### src/rtl/i2s_tx_pkg.sv
package i2s_tx_pkg;
  typedef enum logic [1:0] {
    FMT_STD   = 2'd0,
    FMT_LEFT  = 2'd1,
    FMT_RIGHT = 2'd2,
    FMT_RSV   = 2'd3
  } fmt_e;
endpackage

### src/rtl/i2s_tx_clkgen.sv
module i2s_tx_clkgen #(
  parameter int DIV_W = 8
) (
  input  logic             clk_i,
  input  logic             rst_ni,
  input  logic             en_i,
  input  logic [DIV_W-1:0] div_i,
  output logic             bclk_o,
  output logic             fall_o
);
  logic [DIV_W-1:0] cnt_q;
  logic [DIV_W-1:0] lim;
  logic             hit;

  assign lim    = (div_i == '0) ? '0 : div_i - 1'b1;
  assign hit    = (cnt_q == lim);
  assign fall_o = en_i && hit && bclk_o;

  always_ff @(posedge clk_i or negedge rst_ni) begin
    if (!rst_ni) begin
      cnt_q  <= '0;
      bclk_o <= 1'b0;
    end else if (!en_i) begin
      cnt_q  <= '0;
      bclk_o <= 1'b0;
    end else if (hit) begin
      cnt_q  <= '0;
      bclk_o <= ~bclk_o;
    end else begin
      cnt_q  <= cnt_q + 1'b1;
    end
  end
endmodule

### src/rtl/i2s_tx_sync.sv
module i2s_tx_sync (
  input  logic clk_i,
  input  logic rst_ni,
  input  logic bclk_i,
  input  logic lrclk_i,
  output logic fall_o,
  output logic lr_o
);
  logic [2:0] bclk_q;
  logic [1:0] lr_q;

  always_ff @(posedge clk_i or negedge rst_ni) begin
    if (!rst_ni) begin
      bclk_q <= '0;
      lr_q   <= '0;
    end else begin
      bclk_q <= {bclk_q[1:0], bclk_i};
      lr_q   <= {lr_q[0], lrclk_i};
    end
  end

  assign fall_o = bclk_q[2] && !bclk_q[1];
  assign lr_o   = lr_q[1];
endmodule

### src/rtl/i2s_tx_seq.sv
module i2s_tx_seq #(
  parameter int SLOT_CW = 6
) (
  input  logic               clk_i,
  input  logic               rst_ni,
  input  logic               tick_i,
  input  logic               master_i,
  input  logic               ext_lr_i,
  input  logic [SLOT_CW-1:0] slot_len_i,
  output logic [SLOT_CW-1:0] nxt_pos_o,
  output logic               nxt_lr_o,
  output logic               lr_o
);
  logic [SLOT_CW-1:0] pos_q;
  logic               wrap;

  // master wraps after slot_len_i bits; reset pos is max so first tick opens left
  assign wrap = (pos_q >= slot_len_i - 1'b1);

  always_comb begin
    if (master_i) begin
      nxt_lr_o  = wrap ? ~lr_o : lr_o;
      nxt_pos_o = wrap ? '0 : pos_q + 1'b1;
    end else begin
      nxt_lr_o  = ext_lr_i;
      nxt_pos_o = (ext_lr_i != lr_o) ? '0 : pos_q + 1'b1;
    end
  end

  always_ff @(posedge clk_i or negedge rst_ni) begin
    if (!rst_ni) begin
      pos_q <= '1;
      lr_o  <= 1'b1;
    end else if (tick_i) begin
      pos_q <= nxt_pos_o;
      lr_o  <= nxt_lr_o;
    end
  end
endmodule

### src/rtl/i2s_tx_ser.sv
module i2s_tx_ser
  import i2s_tx_pkg::*;
#(
  parameter int SAMPLE_W = 16,
  parameter int SLOT_CW  = 6
) (
  input  logic                clk_i,
  input  logic                rst_ni,
  input  logic                tick_i,
  input  logic [1:0]          mode_i,
  input  logic [SLOT_CW-1:0]  slot_len_i,
  input  logic [SLOT_CW-1:0]  nxt_pos_i,
  input  logic                nxt_lr_i,
  input  logic                valid_i,
  input  logic [SAMPLE_W-1:0] left_i,
  input  logic [SAMPLE_W-1:0] right_i,
  output logic                ready_o,
  output logic                underrun_o,
  output logic                sdata_o
);
  localparam logic [SLOT_CW-1:0] W_C = SLOT_CW'(SAMPLE_W);

  logic [SAMPLE_W-1:0] hold_l_q, hold_r_q, word;
  logic [SLOT_CW-1:0]  start, idx;
  logic                frame, take, bit_d;
  fmt_e                fmt;

  assign fmt     = fmt_e'(mode_i);
  assign frame   = tick_i && !nxt_lr_i && (nxt_pos_i == '0);
  assign take    = frame && valid_i;
  assign ready_o = frame;

  always_comb begin
    if (nxt_lr_i) word = take ? right_i : hold_r_q;
    else          word = take ? left_i  : hold_l_q;
    case (fmt)
      FMT_LEFT:  start = '0;
      FMT_RIGHT: start = (slot_len_i >= W_C) ? slot_len_i - W_C : '0;
      default:   start = SLOT_CW'(1);
    endcase
    idx   = nxt_pos_i - start;
    bit_d = 1'b0;
    if (nxt_pos_i >= start) begin
      for (int b = 0; b < SAMPLE_W; b++) begin
        if (idx == SLOT_CW'(SAMPLE_W - 1 - b)) bit_d = word[b];
      end
    end
  end

  always_ff @(posedge clk_i or negedge rst_ni) begin
    if (!rst_ni) begin
      hold_l_q   <= '0;
      hold_r_q   <= '0;
      sdata_o    <= 1'b0;
      underrun_o <= 1'b0;
    end else begin
      if (tick_i) sdata_o <= bit_d;
      if (frame)  underrun_o <= !valid_i;
      if (take) begin
        hold_l_q <= left_i;
        hold_r_q <= right_i;
      end
    end
  end
endmodule

### src/rtl/i2s_tx.sv
module i2s_tx #(
  parameter int SAMPLE_W = 16,
  parameter int MAX_SLOT = 32,
  parameter int DIV_W    = 8,
  localparam int SLOT_CW = $clog2(MAX_SLOT + 1)
) (
  input  logic                clk_i,
  input  logic                rst_ni,
  input  logic                master_i,
  input  logic [1:0]          mode_i,
  input  logic [DIV_W-1:0]    bclk_div_i,
  input  logic [SLOT_CW-1:0]  slot_len_i,
  input  logic                valid_i,
  input  logic [SAMPLE_W-1:0] left_i,
  input  logic [SAMPLE_W-1:0] right_i,
  output logic                ready_o,
  output logic                underrun_o,
  input  logic                bclk_i,
  input  logic                lrclk_i,
  output logic                bclk_o,
  output logic                lrclk_o,
  output logic                sdata_o
);
  logic               m_fall, s_fall, s_lr, tick, lr_q, nxt_lr;
  logic [SLOT_CW-1:0] nxt_pos;

  i2s_tx_clkgen #(.DIV_W(DIV_W)) u_clkgen (
    .clk_i(clk_i), .rst_ni(rst_ni), .en_i(master_i), .div_i(bclk_div_i),
    .bclk_o(bclk_o), .fall_o(m_fall)
  );

  i2s_tx_sync u_sync (
    .clk_i(clk_i), .rst_ni(rst_ni), .bclk_i(bclk_i), .lrclk_i(lrclk_i),
    .fall_o(s_fall), .lr_o(s_lr)
  );

  assign tick = master_i ? m_fall : s_fall;

  i2s_tx_seq #(.SLOT_CW(SLOT_CW)) u_seq (
    .clk_i(clk_i), .rst_ni(rst_ni), .tick_i(tick), .master_i(master_i),
    .ext_lr_i(s_lr), .slot_len_i(slot_len_i), .nxt_pos_o(nxt_pos),
    .nxt_lr_o(nxt_lr), .lr_o(lr_q)
  );

  i2s_tx_ser #(.SAMPLE_W(SAMPLE_W), .SLOT_CW(SLOT_CW)) u_ser (
    .clk_i(clk_i), .rst_ni(rst_ni), .tick_i(tick), .mode_i(mode_i),
    .slot_len_i(slot_len_i), .nxt_pos_i(nxt_pos), .nxt_lr_i(nxt_lr),
    .valid_i(valid_i), .left_i(left_i), .right_i(right_i),
    .ready_o(ready_o), .underrun_o(underrun_o), .sdata_o(sdata_o)
  );

  assign lrclk_o = master_i && lr_q;
endmodule

### config.mk
export PLATFORM = sky130hd
export DESIGN_NAME = i2s_tx
export DESIGN_NICKNAME = d
export VERILOG_FILES = /design/src/rtl/i2s_tx_pkg.sv /design/src/rtl/i2s_tx_clkgen.sv /design/src/rtl/i2s_tx_sync.sv /design/src/rtl/i2s_tx_seq.sv /design/src/rtl/i2s_tx_ser.sv /design/src/rtl/i2s_tx.sv
export SDC_FILE = /design/constraint.sdc
export NUM_CORES = 1
export LEC_CHECK = 0
export ABC_AREA = 1
export BUFFER_PORTS_ARGS = -buffer_cell sky130_fd_sc_hd__buf_2
export CAP_MARGIN = 15
export CORE_MARGIN = 2
export CORE_UTILIZATION = 40
export CTS_CLUSTER_DIAMETER = 50
export CTS_CLUSTER_SIZE = 24
export DETAILED_ROUTE_END_ITERATION = 12
export SLEW_MARGIN = 20
export SYNTH_ARGS = -nofsm -noshare
export SYNTH_HDL_FRONTEND = slang
export SYNTH_SLANG_ARGS = --single-unit
### constraint.sdc
create_clock -name clk_i -period 7 [get_ports clk_i]
set_input_delay 1.4 -clock clk_i [delete_from_list [all_inputs] [get_ports clk_i]]
set_output_delay 1.4 -clock clk_i [all_outputs]
set_load 0.05 [all_outputs]
Yosys cells after proc, flatten, opt, wreduce, memory -nomap -nowiden
Index checks and enable logic that the tools add are counted.
{"block": "word_totals", "regBits": 55, "in_bits": 54, "output_inout_bits": 5, "word_cells": 87}
{"block": "classes", "n_addsub": 6, "n_lt_le_gt_ge": 3, "n_eq_ne": 20, "mux": 33, "n_bitwise": 2, "n_reduce_logical": 13}
{"operator": "6-bit by 4-bit equality test with 1-bit output (second input constant)", "count": 8}
{"operator": "16-bit 2-to-1 mux", "count": 3}
{"operator": "6-bit by 3-bit equality test with 1-bit output (second input constant)", "count": 4}
{"operator": "6-bit 2-to-1 mux", "count": 4}
{"operator": "8-bit 2-to-1 mux", "count": 3}
{"operator": "1-bit 2-to-1 mux", "count": 22}
{"operator": "6-bit by 2-bit equality test with 1-bit output (second input constant)", "count": 2}
{"operator": "6-bit >= comparator", "count": 2}
{"operator": "6-bit zero test", "count": 2}
{"operator": "6-bit case mux with 2 select lines", "count": 1}
{"operator": "8-bit by 1-bit adder with 8-bit output (second input constant)", "count": 1}
{"operator": "8-bit equality test", "count": 1}
{"operator": "8-bit zero test", "count": 1}
{"operator": "8-bit by 1-bit subtractor with 8-bit output (second input constant)", "count": 1}
{"operator": "1-bit logical AND", "count": 7}
{"operator": "6-bit by 1-bit adder with 6-bit output (second input constant)", "count": 1}
{"operator": "6-bit by 1-bit equality test with 1-bit output (second input constant)", "count": 1}
{"operator": "6-bit by 5-bit >= comparator with 1-bit output (second input constant)", "count": 1}
{"operator": "6-bit by 1-bit subtractor with 6-bit output (second input constant)", "count": 1}
{"operator": "6-bit by 5-bit subtractor with 6-bit output (second input constant)", "count": 1}
{"operator": "6-bit subtractor", "count": 1}
{"operator": "1-bit zero test", "count": 3}
{"operator": "2-bit by 1-bit equality test with 1-bit output (second input constant)", "count": 1}
{"operator": "2-bit equality test (second input constant)", "count": 1}
{"operator": "other kinds (3)", "count": 4}

Longest topological paths before layout
{"block": "depth", "word_depth": 28, "ltp_mapped": 50, "depth_no_buf": 50}

Cells and area by module
A second synthesis with hierarchy kept.
{"block": "unflattened", "hier_cells": 572, "hier_area_um2": 4033.9}
{"module": "i2s_tx_ser", "instances": 1, "cells_per_inst": 330, "area_each_um2": 2282.2, "seq_area_each_um2": 850.8}
{"module": "i2s_tx_clkgen", "instances": 1, "cells_per_inst": 123, "area_each_um2": 874.6, "seq_area_each_um2": 225.2}
{"module": "i2s_tx_seq", "instances": 1, "cells_per_inst": 106, "area_each_um2": 719.4, "seq_area_each_um2": 183.9}
{"module": "i2s_tx_sync", "instances": 1, "cells_per_inst": 7, "area_each_um2": 135.1, "seq_area_each_um2": 125.1}
{"module": "i2s_tx", "instances": 1, "cells_per_inst": 6, "area_each_um2": 22.5, "seq_area_each_um2": 0.0}

Worst setup path after synthesis
No wires, ideal clock.
{"block": "synth_path", "kind": "in2reg", "from": "input slot_len_i[0]", "to": "register u_ser.sdata_o", "setup_time_ns": 0.066, "t_arrival_ns": 5.608, "t_required_ns": 6.934, "slack_ns": 1.326, "cell_stages": 50, "path_buffers": 0, "path_cell_list": "inv_1 > ha_1 > nand2_1 > xor2_1 > inv_1 > ha_1 > nand2_1 > nor2_1 > nor3_1 > nand3_1 > nand2_1 > inv_1 > nor2_1 > ha_1 > nand2_1 > nand2_1 > a21oi_1 > or2_2 > [... 14 more ...] > nand2_1 > nand2_1 > nand2_1 > nand2_1 > nand2_1 > nand2_1 > nand2_1 > nand2_1 > nand2_1 > nand2_1 > nand2_1 > nand2_1 > nand2_1 > nand2_1 > nand2_1 > nand2_1 > nand2_1 > nand2_1"}
{"block": "synth_between", "word_cells_on_any_way": 53, "classes_between": "3 x add/sub; 3 x order compare; 15 x eq/ne; 26 x mux; 6 x reduce/logical"}
{"element": "start, declared", "line_no": "i2s_tx.sv:12", "rtl": "input logic [SLOT_CW-1:0] slot_len_i,"}
{"element": "6-bit by 1-bit subtractor with 6-bit output *", "line_no": "i2s_tx_seq.sv:18", "rtl": "assign wrap = (pos_q >= slot_len_i - 1'b1);"}
{"element": "6-bit >= comparator *", "line_no": "i2s_tx_seq.sv:18"}
{"element": "6-bit 2-to-1 mux *", "line_no": "i2s_tx_seq.sv:23", "rtl": "nxt_pos_o = wrap ? '0 : pos_q + 1'b1;"}
{"element": "6-bit 2-to-1 mux *", "line_no": "i2s_tx_seq.sv:21", "rtl": "if (master_i) begin"}
{"element": "via nxt_pos[1]", "line_no": "i2s_tx.sv:25", "rtl": "logic [SLOT_CW-1:0] nxt_pos;"}
{"element": "branches (longest 21 deep; another with 6-bit subtractor)"}
{"element": "1-bit 2-to-1 mux *", "line_no": "i2s_tx_ser.sv:43", "rtl": "if (nxt_pos_i >= start) begin"}
{"element": "end signal, assigned", "line_no": "i2s_tx_ser.sv:57", "rtl": "if (tick_i) sdata_o <= bit_d;"}
{"element": "end, declared", "line_no": "i2s_tx_ser.sv:19", "rtl": "output logic sdata_o"}
Mark *: on every way through the listed nets, which the timed path passes.
A chain may end at the register's enable or synchronous reset.

Final worst setup path
Same ends and word-level chain as after synthesis.

==> flow_metrics.py <==
metrics = {
    "worst_hold_path": {
        "min_from": "u_sync.lr_q[0]$_DFF_PN0_",
        "holdPathStages": 0,
        "worstHoldPathType": "flip-flop to flip-flop",
        "hold-path-endpoint": "u_sync.lr_q[1]$_DFF_PN0_",
    },
    "route": {
        "wl_um": 8430,
        "vias": 3457,
        "dr.pass1.iters": 4,
        "wl_per_cell_um": 11.2,
        "drc_errors": 0,
        "vias_per_cell": 4.59,
        "drt_iter0_drc": 107,
        "postRouteAntennaNets": 0,
    },
    "power_and_ir_drop": {
        "power.leakage_nw": 2.36,
        "power_density_mw_per_mm2": 270,
        "ir_drop_mv": 0.104,
        "report.power.total_w": 0.00117,
    },
    "finish": {
        "layout_commonest_cell": "nand2_1",
        "n_antenna_cell": 0,
        "seqCellArea_sq_mm": 0.00139,
        "final_nets": 697,
        "design_area_sq_mm": 0.00435,
        "drive_above_1_share": 0.159,
        "n_fill_cell": 986,
        "multi_input_area_sq_mm": 0.00206,
        "layout_common_cells": "nand2_1 (201), inv_1 (82), buf_2 (58), nor2_1 (56), dfrtp_1 (48)",
        "syn_to_final_growth_pct": 13.6,
    },
    "synthesis": {
        "synth_top_area_cell": "dfrtp_1",
        "ys_seq_area_frac": 0.362,
        "synthTopCellsByArea": "dfrtp_1 (31%), nand2_1 (20%), inv_1 (8.0%)",
        "yosys_register_bits": 55,
        "synth-main-ff-cell": "dfrtp_1",
        "syn_inst": 564,
        "yosysWarnings": 0,
        "synth_cell_types": 39,
        "synth_edf_count": 0,
        "async_flop_share": 1.00,
        "synth_area_sq_mm": 0.00383,
        "yosysTopAreaCellShare": 0.314,
        "synth_nets": 638,
        "synth_area_per_cell_sq_um": 6.79,
    },
    "global_route": {
        "track_usage": 0.175,
        "grt_max_degree": 56,
        "grt_pass1_wl_um": 14700,
        "grt_pass1_vias": 3284,
        "antenna_found_initial": 0,
        "grt_remaining_overflow": 0,
    },
    "placed_design": {
        "dpl-instance-area_sq_mm": 0.00424,
        "gp_congestion": 0.967,
        "port_buffers": 58,
        "dp_hpwl_um": 6610,
    },
    "worst_setup_path": {
        "reg2reg_from": "u_seq.pos_q[0]$_DFFE_PN1P_",
        "critPathMaxFanout": 5,
        "crit_required_ns": 7.25,
        "r2r_slack_ns": 2.15,
        "r2r_end": "u_ser.sdata_o$_DFFE_PN0P_",
        "r2r_cells": 46,
        "cp-end-kind": "flip-flop",
        "critPathLaunchType": "input port",
        "cp_common_cell": "nand2_1",
        "critical_path_class": "input port to flip-flop",
        "arrival_ns": 6.16,
        "critical_path.max_stage_delay_ns": 0.30,
        "crit_slowest_cell": "ha_1",
    },
    "clock_network": {
        "clock-root-buffer": "clkbuf_8",
        "cts_sinks": 55,
        "cts_setup_buffers": 0,
        "numCtsBuffers": 5,
        "cts_buffer_depth": 2,
        "cts_tree": "yes",
        "cts_max_level": 2,
        "worstSkewPairLatency_ns": 0.31,
        "clk_pin_slew_ns": 0.11,
        "cts.repair.resized": 0,
        "ctsHoldBuffers": 0,
    },
    "floorplanning": {
        "ios": 59,
        "core_area_sq_mm": 0.00928,
        "die_x_um": 102,
        "dieArea_sq_mm": 0.0104,
        "start_util": 0.412,
        "die_height_um": 102,
        "rows": 35,
    },
    "sta": {
        "maxSlewViolCount": 0,
        "fin_skew_ns": 0.0104,
        "setup_violations": 0,
        "slew_headroom": 0.536,
        "worstMarginPinSlew_ns": 0.697,
        "fin_crit_sh": 0.843,
        "period_minus_slack_ns": 5.90,
        "max_freq_mhz": 169,
        "hold_viol_final": 0,
        "fin_tns_setup_ns": 0,
        "rsz0062_at_grt": "false",
    },
    "run": {
        "maxCapViolCount": 0,
    },
    "status": {
        "status": "finished clean",
    },
}
==> layer usage <==
| metal | wire (um) | vias up | track usage |
|---|---|---|---|
| li1 | - | 1874 | - |
| met1 | 4260 | 1529 | 0.248 |
| met2 | 3860 | 50 | 0.289 |
| met3 | 253 | 4 | 0.0192 |
| met4 | 53 | 0 | 0.0410 |
| met5 | 0 | - | 0 |
==> Yosys cell counts, types with 6 or more instances <==
cell / instances
nand3_1: 45
nand2_2: 6
nand2_1: 201
dfstp_2: 7
xor2_1: 9
inv_1: 82
a21oi_1: 10
nand4_1: 7
dfrtp_1: 48
o21ai_0: 20
nor2_1: 56
ha_1: 19
nor3_1: 8
==> registers in the layout, indices dropped and copies added (netlist names) <==
register          cells
u_ser.hold_l_q       16
u_ser.hold_r_q       16
u_clkgen.cnt_q        8
u_seq.pos_q           6
u_sync.bclk_q         3
u_sync.lr_q           2
u_clkgen.bclk_o       1
u_seq.lr_o            1
u_ser.sdata_o         1
u_ser.underrun_o      1
==> worst max-delay path, delay by kind of cell <==
kind                     cells  cell delay (ns)
XOR/XNOR                     1             0.14
buffers and inverters        4             0.30
adder cells (fa/ha/maj)      3             0.78
AND/OR/NAND/NOR             41             3.21
AO/OA/AOI/OAI                2             0.31
==> per-stage QoR <==
step | std cells | setup slack [ns] | hold slack, ns | utilization
CTS | 753 | 1.03 | 0.365 | 0.468
global placement | 745 | 0.901 | 0.342 | 0.457
detailed placement | 745 | 0.718 | 0.339 | 0.457
global route | 753 | 0.140 | 0.383 | 0.468
floorplan | 564 | 1.33 | 0.331 | -
finish | 753 | 1.10 | 0.361 | 0.468
==> report_power, final <==
part           total (W)  switching, W  internal (W)
Sequential      0.000461     0.0000373      0.000423
Combinational   0.000526      0.000341      0.000185
Clock           0.000188      0.000107     0.0000811
Total            0.00117      0.000485      0.000690
==> worst max-delay path by stage <==
stage	from	endpoint	slack [ns]	depth (start not counted)
after CTS	slot_len_i[1]	u_ser.sdata_o$_DFFE_PN0P_	1.03	50
final	slot_len_i[0]	u_ser.sdata_o$_DFFE_PN0P_	1.10	51
after floorplan	slot_len_i[0]	u_ser.sdata_o$_DFFE_PN0P_	1.33	50
after global routing	slot_len_i[1]	u_ser.sdata_o$_DFFE_PN0P_	0.14	50
after global placement	slot_len_i[0]	u_ser.sdata_o$_DFFE_PN0P_	0.90	51
after detailed placement	slot_len_i[0]	u_ser.sdata_o$_DFFE_PN0P_	0.72	51
==> cell type report <==
class | instances | share of cell area
multi-input combinational | 413 | 0.473
timing repair buffer | 62 | 0.0737
clock inverter | 2 | 0.00374
tap | 129 | 0.0371
clock buffer | 6 | 0.0190
inverter | 86 | 0.0746
sequential | 55 | 0.319
==> cell families (layout without fill, tap and decap cells) <==
| family | count (synthesis) | count (layout) | share of synthesized area |
|---|---|---|---|
| AO/OA/AOI/OAI | 42 | 42 | 0.0631 |
| XOR/XNOR | 11 | 11 | 0.0252 |
| adder cells (fa/ha/maj) | 20 | 20 | 0.0673 |
| buffers and inverters | 96 | 156 | 0.102 |
| flip-flops | 55 | 55 | 0.362 |
| AND/OR/NAND/NOR | 340 | 340 | 0.381 |
(Power assumes the default switching activity.)
